### src/rtl/i2c_lite_pkg.sv
package i2c_lite_pkg;

    localparam int BYTE_W = 8;
    localparam int PH_W   = 5;

    typedef enum logic [1:0] {
        OP_START = 2'b00,
        OP_STOP  = 2'b01,
        OP_WRITE = 2'b10,
        OP_READ  = 2'b11
    } op_e;

    // Bus levels for one phase; sda = 1 means released
    typedef struct packed {
        logic scl;
        logic sda;
    } lines_t;

    // Index of the final phase of each command (each phase is one SCL half)
    function automatic logic [PH_W-1:0] last_phase(op_e op);
        case (op)
            OP_START: return 5'd3;
            OP_STOP:  return 5'd2;
            default:  return 5'd18;
        endcase
    endfunction

    // Bus levels wanted in a given phase of a command
    function automatic lines_t phase_lines(op_e op, logic [PH_W-1:0] ph,
                                           logic [BYTE_W-1:0] data, logic ack_low);
        lines_t l;
        l.scl = 1'b1;
        l.sda = 1'b1;
        case (op)
            OP_START: begin
                l.scl = (ph == 5'd1) || (ph == 5'd2);
                l.sda = (ph == 5'd0) || (ph == 5'd1);
            end
            OP_STOP: begin
                l.scl = (ph != 5'd0);
                l.sda = (ph == 5'd2);
            end
            default: begin
                l.scl = ph[0];
                if (ph >= 5'd16)
                    l.sda = (op == OP_READ && ph != 5'd18) ? !ack_low : 1'b1;
                else
                    l.sda = (op == OP_WRITE) ? data[3'd7 - ph[3:1]] : 1'b1;
            end
        endcase
        return l;
    endfunction

endpackage

### src/rtl/i2c_lite_tick.sv
module i2c_lite_tick #(
    parameter int DIV_W = 8
) (
    input  logic             clk,
    input  logic             rst,
    input  logic             restart,
    input  logic             run,
    input  logic [DIV_W-1:0] div,
    output logic             tick
);
    logic [DIV_W-1:0] cnt_q;

    assign tick = run && (cnt_q == div);

    always_ff @(posedge clk) begin
        if (rst || restart)
            cnt_q <= '0;
        else if (run)
            cnt_q <= tick ? '0 : cnt_q + 1'b1;
    end

    // the half-period count never passes the divider while running
    p_cnt_bound_r4: assert property (@(posedge clk) disable iff (rst)
        run |-> (cnt_q <= div));

endmodule

### src/rtl/i2c_lite_seq.sv
module i2c_lite_seq
    import i2c_lite_pkg::*;
(
    input  logic              clk,
    input  logic              rst,
    input  logic              accept,
    input  op_e               op,
    input  logic [BYTE_W-1:0] wdata,
    input  logic              ack_low,
    input  logic              tick,
    input  logic              sda_in,
    output logic              busy,
    output logic              done,
    output logic              scl,
    output logic              sda,
    output logic              nack_evt,
    output logic [BYTE_W-1:0] rdata
);
    op_e               op_q;
    logic [PH_W-1:0]   ph_q;
    logic [BYTE_W-1:0] dat_q;
    logic              ack_low_q;
    logic              sda_pend;
    logic              ack_seen_q;
    lines_t            first_l, cur_l, next_l;
    logic              final_tick, high_end;

    always_comb begin
        first_l    = phase_lines(op, '0, wdata, ack_low);
        cur_l      = phase_lines(op_q, ph_q, dat_q, ack_low_q);
        next_l     = phase_lines(op_q, ph_q + 5'd1, dat_q, ack_low_q);
        final_tick = tick && (ph_q == last_phase(op_q));
        high_end   = tick && ph_q[0];
    end

    always_ff @(posedge clk) begin
        if (rst) begin
            busy       <= 1'b0;
            done       <= 1'b0;
            op_q       <= OP_START;
            ph_q       <= '0;
            dat_q      <= '0;
            ack_low_q  <= 1'b0;
            sda_pend   <= 1'b0;
            ack_seen_q <= 1'b0;
            scl        <= 1'b1;
            sda        <= 1'b1;
            nack_evt   <= 1'b0;
            rdata      <= '0;
        end else begin
            done     <= 1'b0;
            nack_evt <= 1'b0;
            // SDA follows its phase one clock after SCL moves
            if (sda_pend) begin
                sda      <= cur_l.sda;
                sda_pend <= 1'b0;
            end
            if (accept) begin
                busy      <= 1'b1;
                op_q      <= op;
                ph_q      <= '0;
                dat_q     <= wdata;
                ack_low_q <= ack_low;
                scl       <= first_l.scl;
                sda_pend  <= 1'b1;
            end else if (tick) begin
                if (high_end) begin
                    if (op_q == OP_READ && ph_q < 5'd16)
                        dat_q <= {dat_q[BYTE_W-2:0], sda_in};
                    if (ph_q == 5'd17)
                        ack_seen_q <= sda_in;
                end
                if (final_tick) begin
                    busy     <= 1'b0;
                    done     <= 1'b1;
                    nack_evt <= (op_q == OP_WRITE) && ack_seen_q;
                    if (op_q == OP_READ)
                        rdata <= dat_q;
                end else begin
                    ph_q     <= ph_q + 5'd1;
                    scl      <= next_l.scl;
                    sda_pend <= 1'b1;
                end
            end
        end
    end

    // completion is a single-cycle pulse
    p_done_pulse_r8: assert property (@(posedge clk) disable iff (rst)
        done |=> !done);
    // busy has dropped when completion is signalled
    p_done_idle_r8: assert property (@(posedge clk) disable iff (rst)
        done |-> !busy);
    // an accepted command makes the block busy
    p_accept_busy_r8: assert property (@(posedge clk) disable iff (rst)
        accept |=> busy);
    // inside a byte, SDA holds while SCL stays high
    p_byte_sda_r3: assert property (@(posedge clk) disable iff (rst)
        (busy && $past(busy) && op_q[1] && scl && $past(scl)) |-> $stable(sda));

endmodule

### src/rtl/i2c_lite_master.sv
module i2c_lite_master
    import i2c_lite_pkg::*;
#(
    parameter int DIV_W = 8
) (
    input  logic             clk,
    input  logic             rst,
    input  logic [DIV_W-1:0] div_i,
    input  logic             cmd_valid_i,
    input  logic [1:0]       cmd_op_i,
    input  logic [7:0]       tx_byte_i,
    input  logic             rx_ack_en_i,
    input  logic             nack_clr_i,
    input  logic             ovr_clr_i,
    input  logic             sda_i,
    output logic             scl_o,
    output logic             sda_oe_o,
    output logic             busy_o,
    output logic             done_o,
    output logic             nack_err_o,
    output logic             overrun_o,
    output logic [7:0]       rx_byte_o
);
    logic accept, tick, sda_lvl, nack_evt;
    logic nack_q, ovr_q;

    assign accept = cmd_valid_i && !busy_o;

    i2c_lite_tick #(.DIV_W(DIV_W)) u_tick (
        .clk     (clk),
        .rst     (rst),
        .restart (accept),
        .run     (busy_o),
        .div     (div_i),
        .tick    (tick)
    );

    i2c_lite_seq u_seq (
        .clk      (clk),
        .rst      (rst),
        .accept   (accept),
        .op       (op_e'(cmd_op_i)),
        .wdata    (tx_byte_i),
        .ack_low  (rx_ack_en_i),
        .tick     (tick),
        .sda_in   (sda_i),
        .busy     (busy_o),
        .done     (done_o),
        .scl      (scl_o),
        .sda      (sda_lvl),
        .nack_evt (nack_evt),
        .rdata    (rx_byte_o)
    );

    assign sda_oe_o = !sda_lvl;

    // Sticky flags: a new event wins over a clear in the same cycle
    always_ff @(posedge clk) begin
        if (rst) begin
            nack_q <= 1'b0;
            ovr_q  <= 1'b0;
        end else begin
            nack_q <= nack_evt || (nack_q && !nack_clr_i);
            ovr_q  <= (cmd_valid_i && busy_o) || (ovr_q && !ovr_clr_i);
        end
    end

    assign nack_err_o = nack_q;
    assign overrun_o  = ovr_q;

    // a command while busy is always recorded
    p_ovr_set_r9: assert property (@(posedge clk) disable iff (rst)
        (cmd_valid_i && busy_o) |=> overrun_o);
    // the error flag only rises right after a completion
    p_nack_src_r5: assert property (@(posedge clk) disable iff (rst)
        $rose(nack_err_o) |-> $past(done_o));

endmodule

### config.mk
export PLATFORM = sky130hd
export DESIGN_NAME = i2c_lite_master
export DESIGN_NICKNAME = d
export VERILOG_FILES = /design/src/rtl/i2c_lite_pkg.sv /design/src/rtl/i2c_lite_tick.sv /design/src/rtl/i2c_lite_seq.sv /design/src/rtl/i2c_lite_master.sv
export SDC_FILE = /design/constraint.sdc
export NUM_CORES = 1
export LEC_CHECK = 0
export BUFFER_PORTS_ARGS = -buffer_cell sky130_fd_sc_hd__buf_2
export CAP_MARGIN = 20
export CORE_UTILIZATION = 50
export DETAILED_ROUTE_END_ITERATION = 12
export PLACE_DENSITY_LB_ADDON = 0.08
export SYNTH_ARGS = -nofsm -noshare
export SYNTH_HDL_FRONTEND = slang
export SYNTH_HIERARCHICAL = 1
export SYNTH_SLANG_ARGS = --single-unit
### constraint.sdc
create_clock -name clk -period 2.9 [get_ports clk]
set_input_delay 0.29 -clock clk [delete_from_list [all_inputs] [get_ports clk]]
set_output_delay 0.29 -clock clk [all_outputs]
set_load 0.01 [all_outputs]
### After elaboration in Yosys (flattened, before gate mapping)

Index checks and enable logic that the tools add are counted.

* bitwise operators: 3
* equal/unequal tests: 13
* magnitude comparators: 5
* muxes and demuxes: 28
* reduce and logical (&&, ||, !) cells: 39
* $add $sub $neg: 4

Operator list (count)
* two-way mux 8 bit: 5
* two-way mux 1 bit: 18
* logical AND 1 bit: 11
* equality test 5 x 1 -> 1 bit, second input constant: 2
* equality test 5 x 2 -> 1 bit, second input constant: 2
* greater-or-equal comparator 5 bit, second input constant: 2
* logical NOT 5 bit: 2
* != test 5 bit, second input constant: 2
* case mux 5 bit (2 select lines): 1
* adder 8 x 1 -> 8 bit, second input constant: 1
* equality test 8 bit: 1
* less-than comparator 3 x 4 -> 1 bit, second input constant: 2
* AND reduction 4 bit: 2
* nonzero test 2 bit: 4
* binary-select mux 1 bit (select 3 bit): 2
* logical OR 1 bit: 6
* AND reduction 2 bit: 3
* subtractor 3 bit, first input constant: 2
* adder 5 x 1 -> 5 bit, second input constant: 1
* equality test 5 bit: 1
* equality test 5 bit, second input constant: 1
* logical NOT 1 bit: 5
* less-than comparator 5 bit, second input constant: 1
* nonzero test 5 bit: 1
* 11 further kinds: 14

* register bits after elaboration: 41
* word-level logic and storage cells: 107

### Logic depth before layout (Yosys ltp)

* word-level depth: 10
* mapped depth: 8

### Hierarchy

Netlist, hierarchy kept.

By module, submodules not included
* i2c_lite_seq: instances 1, cells an instance 181, area an instance 1616.6 um2
* i2c_lite_tick: instances 1, cells an instance 51, area an instance 460.4 um2
* i2c_lite_master: instances 1, cells an instance 10, area an instance 83.8 um2

### Worst setup path after synthesis

No wires, ideal clock.

* path type: register to register
* start: register u_tick.cnt_q[0]
* end: register u_seq.dat_q[0]
* data required time: 2814 ps
* data arrival time: 2067 ps
* buffers on the path: 1
* setup time: 86 ps
* cell stages (with the launch flop): 9
* setup slack: 747 ps
* cell sequence: dfxtp_1 xnor2_1 nand4_2 nor3_1 inv_1 or4_1 buf_2 mux2i_1 a211oi_1

* longest elaborated chain between the ends: 5
* elaborated cells on any way between the ends: 6

Ends and longest elaborated chain
* start: declaration: line i2c_lite_tick.sv:11 `logic [DIV_W-1:0] cnt_q;`
* start signal: assignment: line i2c_lite_tick.sv:19 `cnt_q <= tick ? '0 : cnt_q + 1'b1;`
* equality test 8 bit *: line i2c_lite_tick.sv:13 `assign tick = run && (cnt_q == div);`
* logical AND 1 bit *: line i2c_lite_tick.sv:13
* named net tick: line i2c_lite_master.sv:24 `logic accept, tick, sda_lvl, nack_evt;`
* logical AND 1 bit: line i2c_lite_seq.sv:33 `high_end = tick && ph_q[0];`
* nonzero test 2 bit (no source line)
* AND reduction 3 bit (no source line) *
* end signal: assignment: line i2c_lite_seq.sv:62 `dat_q <= wdata;`
* end signal: assignment: line i2c_lite_seq.sv:69 `dat_q <= {dat_q[BYTE_W-2:0], sda_in};`
* end: declaration: line i2c_lite_seq.sv:21 `logic [BYTE_W-1:0] dat_q;`

Mark *: on every way through the listed nets, which the timed path passes. The rest lies on a longest branch.
A chain may end at the register's enable or synchronous reset.

### Final worst setup path

Same ends and word-level chain as after synthesis.

==> results.toml <==
[place]
post-dp-hpwl_um = 3130
numPortBuffers = 38
gp_congestion = 0.863

[clock_network]
cts_max_path_buffers = 2
holdBufCountCts = 0
cts-resized-gates = 0
cts_tree = "built"
cts_setup_buffers = 0
insertion_delay_ps = 290
clock-sinks = 41
htree_levels = 2
cts.clk_slew.worst_paths_ps = 80
cts_root_buf = "clkbuf_8"
cts_made_buffers = 5

[power_and_ir_drop]
powerDensity_mw_per_mm2 = 485
peakVddDrop_v = 0.000286
leakage_nw = 0.954

[grt]
grt_pass1_wl_um = 7330
grt_util_all_layers_pct = 21.7
first_global_vias = 1553
antenna_found_initial = 0
grt_max_degree = 32
overflow = 0

[finish]
nFillCells = 377
fin_nets = 304
drive_gt1_share_pct = 21.9
post-route-util_pct = 59.6
num_antenna_cells = 0
area_delta_synth_final_pct = 12.6

[synth]
syn_nets = 273
synthCells = 242
ys_ff_latch = 41
async_flop_share_pct = 0
ys_warn_count = 6
synth_edf_count = 0
synth_top_flop_cell = "dfxtp_1"
ys_seq_area_share_pct = 38.0
synth.area.top_cells = "dfxtp_1 (38%), mux2i_1 (6.0%), xnor2_1 (5.7%), nor2_1 (5.0%), a21oi_1 (3.7%)"
postSynthAreaPerCell_um2 = 8.93
synth_top_cell_area_share_pct = 38.0
yosys.cell_types.count = 45
post-synth-top-area-cell = "dfxtp_1"
synth_area_mm2 = 0.00216

[worst_setup_path]
ff2ff_path_depth = 7
r2r-start = "u_tick/cnt_q[0]$_SDFFE_PP0P_"
critical_path.max_fanout = 8
regToRegSetupSlack_ps = 400
worstPathArrival_ps = 2700
rr_endpoint = "u_seq/dat_q[0]$_SDFFE_PP0P_"
path_class = "flop to flop"
crit_path_start_kind = "flop"
cp-end-kind = "flop"
required_ps = 3100

[sta]
final-setup-viol-count = 0
hold_violations = 0
slew_violations = 0
max_slew_margin_pct = 61.5
rsz0062_at_grt = "false"
fin_skew_ps = 7.20
final.period_utilization_pct = 86.1
tns_ps = 0
max_freq_ghz = 0.400
final.min_clock_period_ps = 2500
tightest_slew_ps = 578

[floorplan]
core_mm2 = 0.00409
die_h_um = 67.7
fp.dieArea_mm2 = 0.00459
ioPinCount = 39
initial_utilization_pct = 52.9
die_w_um = 67.7
rows = 23

[run_status]
status = "complete, no violations"

[run]
cap_violations = 0

[routing]
drt-pass1-iter-count = 4
drc = 0
vias = 1769
wl_um = 4450
drt-vias-per-instance = 5.46
antenna_left = 0
drt_iter0_drc = 103
wire_per_inst_um = 13.7

[min_path]
hold_depth = 3
min_from = "cmd_op_i[0]"
hold_end = "u_seq/op_q[0]$_SDFFE_PP0P_"
hold_path.class = "input pin to flop"
==> critical path, stage by stage, from the launching register on <==
cell and delay [ps]:
dfxtp_1 450, xnor2_1 160, nand4_2 170, nor3_1 330, inv_1 140, or4_1 710
mux2i_1 200, a211oi_1 250
==> cells by family (layout without fill, tap and decap cells) <==
kind of cell	count (synthesis)	in the layout	share of synthesized area, %
AO/OA/AOI/OAI	52	52	16.0
XOR/XNOR	17	17	6.89
adder cells (fa/ha/maj)	6	6	3.47
buffers and inverters	24	56	6.72
flip-flops	41	41	38.0
multiplexers	15	15	8.11
AND/OR/NAND/NOR	87	87	20.8
==> Yosys cell counts (2+ instances only) <==
library cell	number
dfxtp_1	41
nor2_1	29
a21oi_1	16
xnor2_1	14
mux2i_1	13
nand3_1	13
nand2_1	11
o21ai_0	11
a211oi_1	10
clkbuf_1	7
ha_1	6
inv_1	6
buf_6	5
nand2b_1	5
nand4_1	5
or3_1	5
nor3_1	4
o31ai_1	4
buf_2	3
or2_2	3
xor2_1	3
mux4_2	2
nor3b_1	2
nor4_1	2
o211ai_1	2
==> worst max path at each step <==
stage / slack, ps / from / cells past startpoint / to
floorplan: 750 / u_tick/cnt_q[0]$_SDFFE_PP0P_ / 8 / u_seq/dat_q[0]$_SDFFE_PP0P_
global placement: 460 / u_tick/cnt_q[0]$_SDFFE_PP0P_ / 7 / u_seq/dat_q[0]$_SDFFE_PP0P_
detailed placement: 410 / u_tick/cnt_q[0]$_SDFFE_PP0P_ / 7 / u_seq/dat_q[2]$_SDFFE_PP0P_
CTS: 390 / u_tick/cnt_q[0]$_SDFFE_PP0P_ / 7 / u_seq/dat_q[2]$_SDFFE_PP0P_
global route: 130 / u_tick/cnt_q[0]$_SDFFE_PP0P_ / 7 / u_seq/dat_q[2]$_SDFFE_PP0P_
finish: 400 / u_tick/cnt_q[0]$_SDFFE_PP0P_ / 7 / u_seq/dat_q[0]$_SDFFE_PP0P_
==> registers in the layout, indices dropped and copies added, names as in the netlist, 2 cells and up <==
| register | flops |
|---|---|
| u_seq/dat_q | 8 |
| u_seq/op_q | 2 |
| u_seq/ph_q | 5 |
| u_seq/rdata | 8 |
| u_tick/cnt_q | 8 |
==> where the power goes <==
part	internal [mW]	switching (mW)	total (mW)	leakage, nW
sequential	0.581	0.0209	0.601	0.334
clock	0.281	0.191	0.472	0.0585
combinational	0.0530	0.0544	0.107	0.562
total	0.914	0.266	1.18	0.954
==> layout by cell type (no fill, tap or decap), types with 2 or more instances in the layout <==
| cell | count |
|---|---|
| dfxtp_1 | 41 |
| buf_2 | 38 |
| nor2_1 | 29 |
| a21oi_1 | 16 |
| xnor2_1 | 14 |
| mux2i_1 | 13 |
| nand3_1 | 13 |
| nand2_1 | 11 |
| o21ai_0 | 11 |
| a211oi_1 | 10 |
| inv_1 | 6 |
| clkbuf_8 | 6 |
| ha_1 | 6 |
| nand2b_1 | 5 |
| nand4_1 | 5 |
| or3_1 | 5 |
| o31ai_1 | 4 |
| nor3_1 | 4 |
| buf_4 | 3 |
| or2_2 | 3 |
| xor2_1 | 3 |
| nor3b_1 | 2 |
| o211ai_1 | 2 |
| nor4_1 | 2 |
| mux4_2 | 2 |
==> area by class of cell <==
type	count	area (um^2)	share of cell area, %
inverter	7	26.3	1.08
sequential	41	821	33.7
multi-input combinational	177	1190	49.1
clock inverter	1	30.0	1.23
clock buffer	7	86.3	3.55
timing repair buffer	41	213	8.74
tap	50	62.6	2.57
==> metrics by stage <==
step           worst slack [ps]  total power [mW]  area (um^2)  hold WS, ps  cells
3_3_place_gp                462             0.721         2320          421    316
4_1_cts                     394              1.19         2430          226    324
6_report                    402              1.18         2430          235    324
5_1_grt                     134              1.24         2430          250    324
2_1_floorplan               747             0.685         2160          352    242
3_5_place_dp                413             0.722         2320          426    316
==> metal layers <==
layer,vias up,GRT usage (%),share of wire (%)
li1,918,-,-
met1,812,29.8,51
met2,35,32.1,45
met3,4,4.56,3.1
met4,0,10.1,1.2
met5,-,0,0
Note: power is estimated with default switching activity, not from simulation.
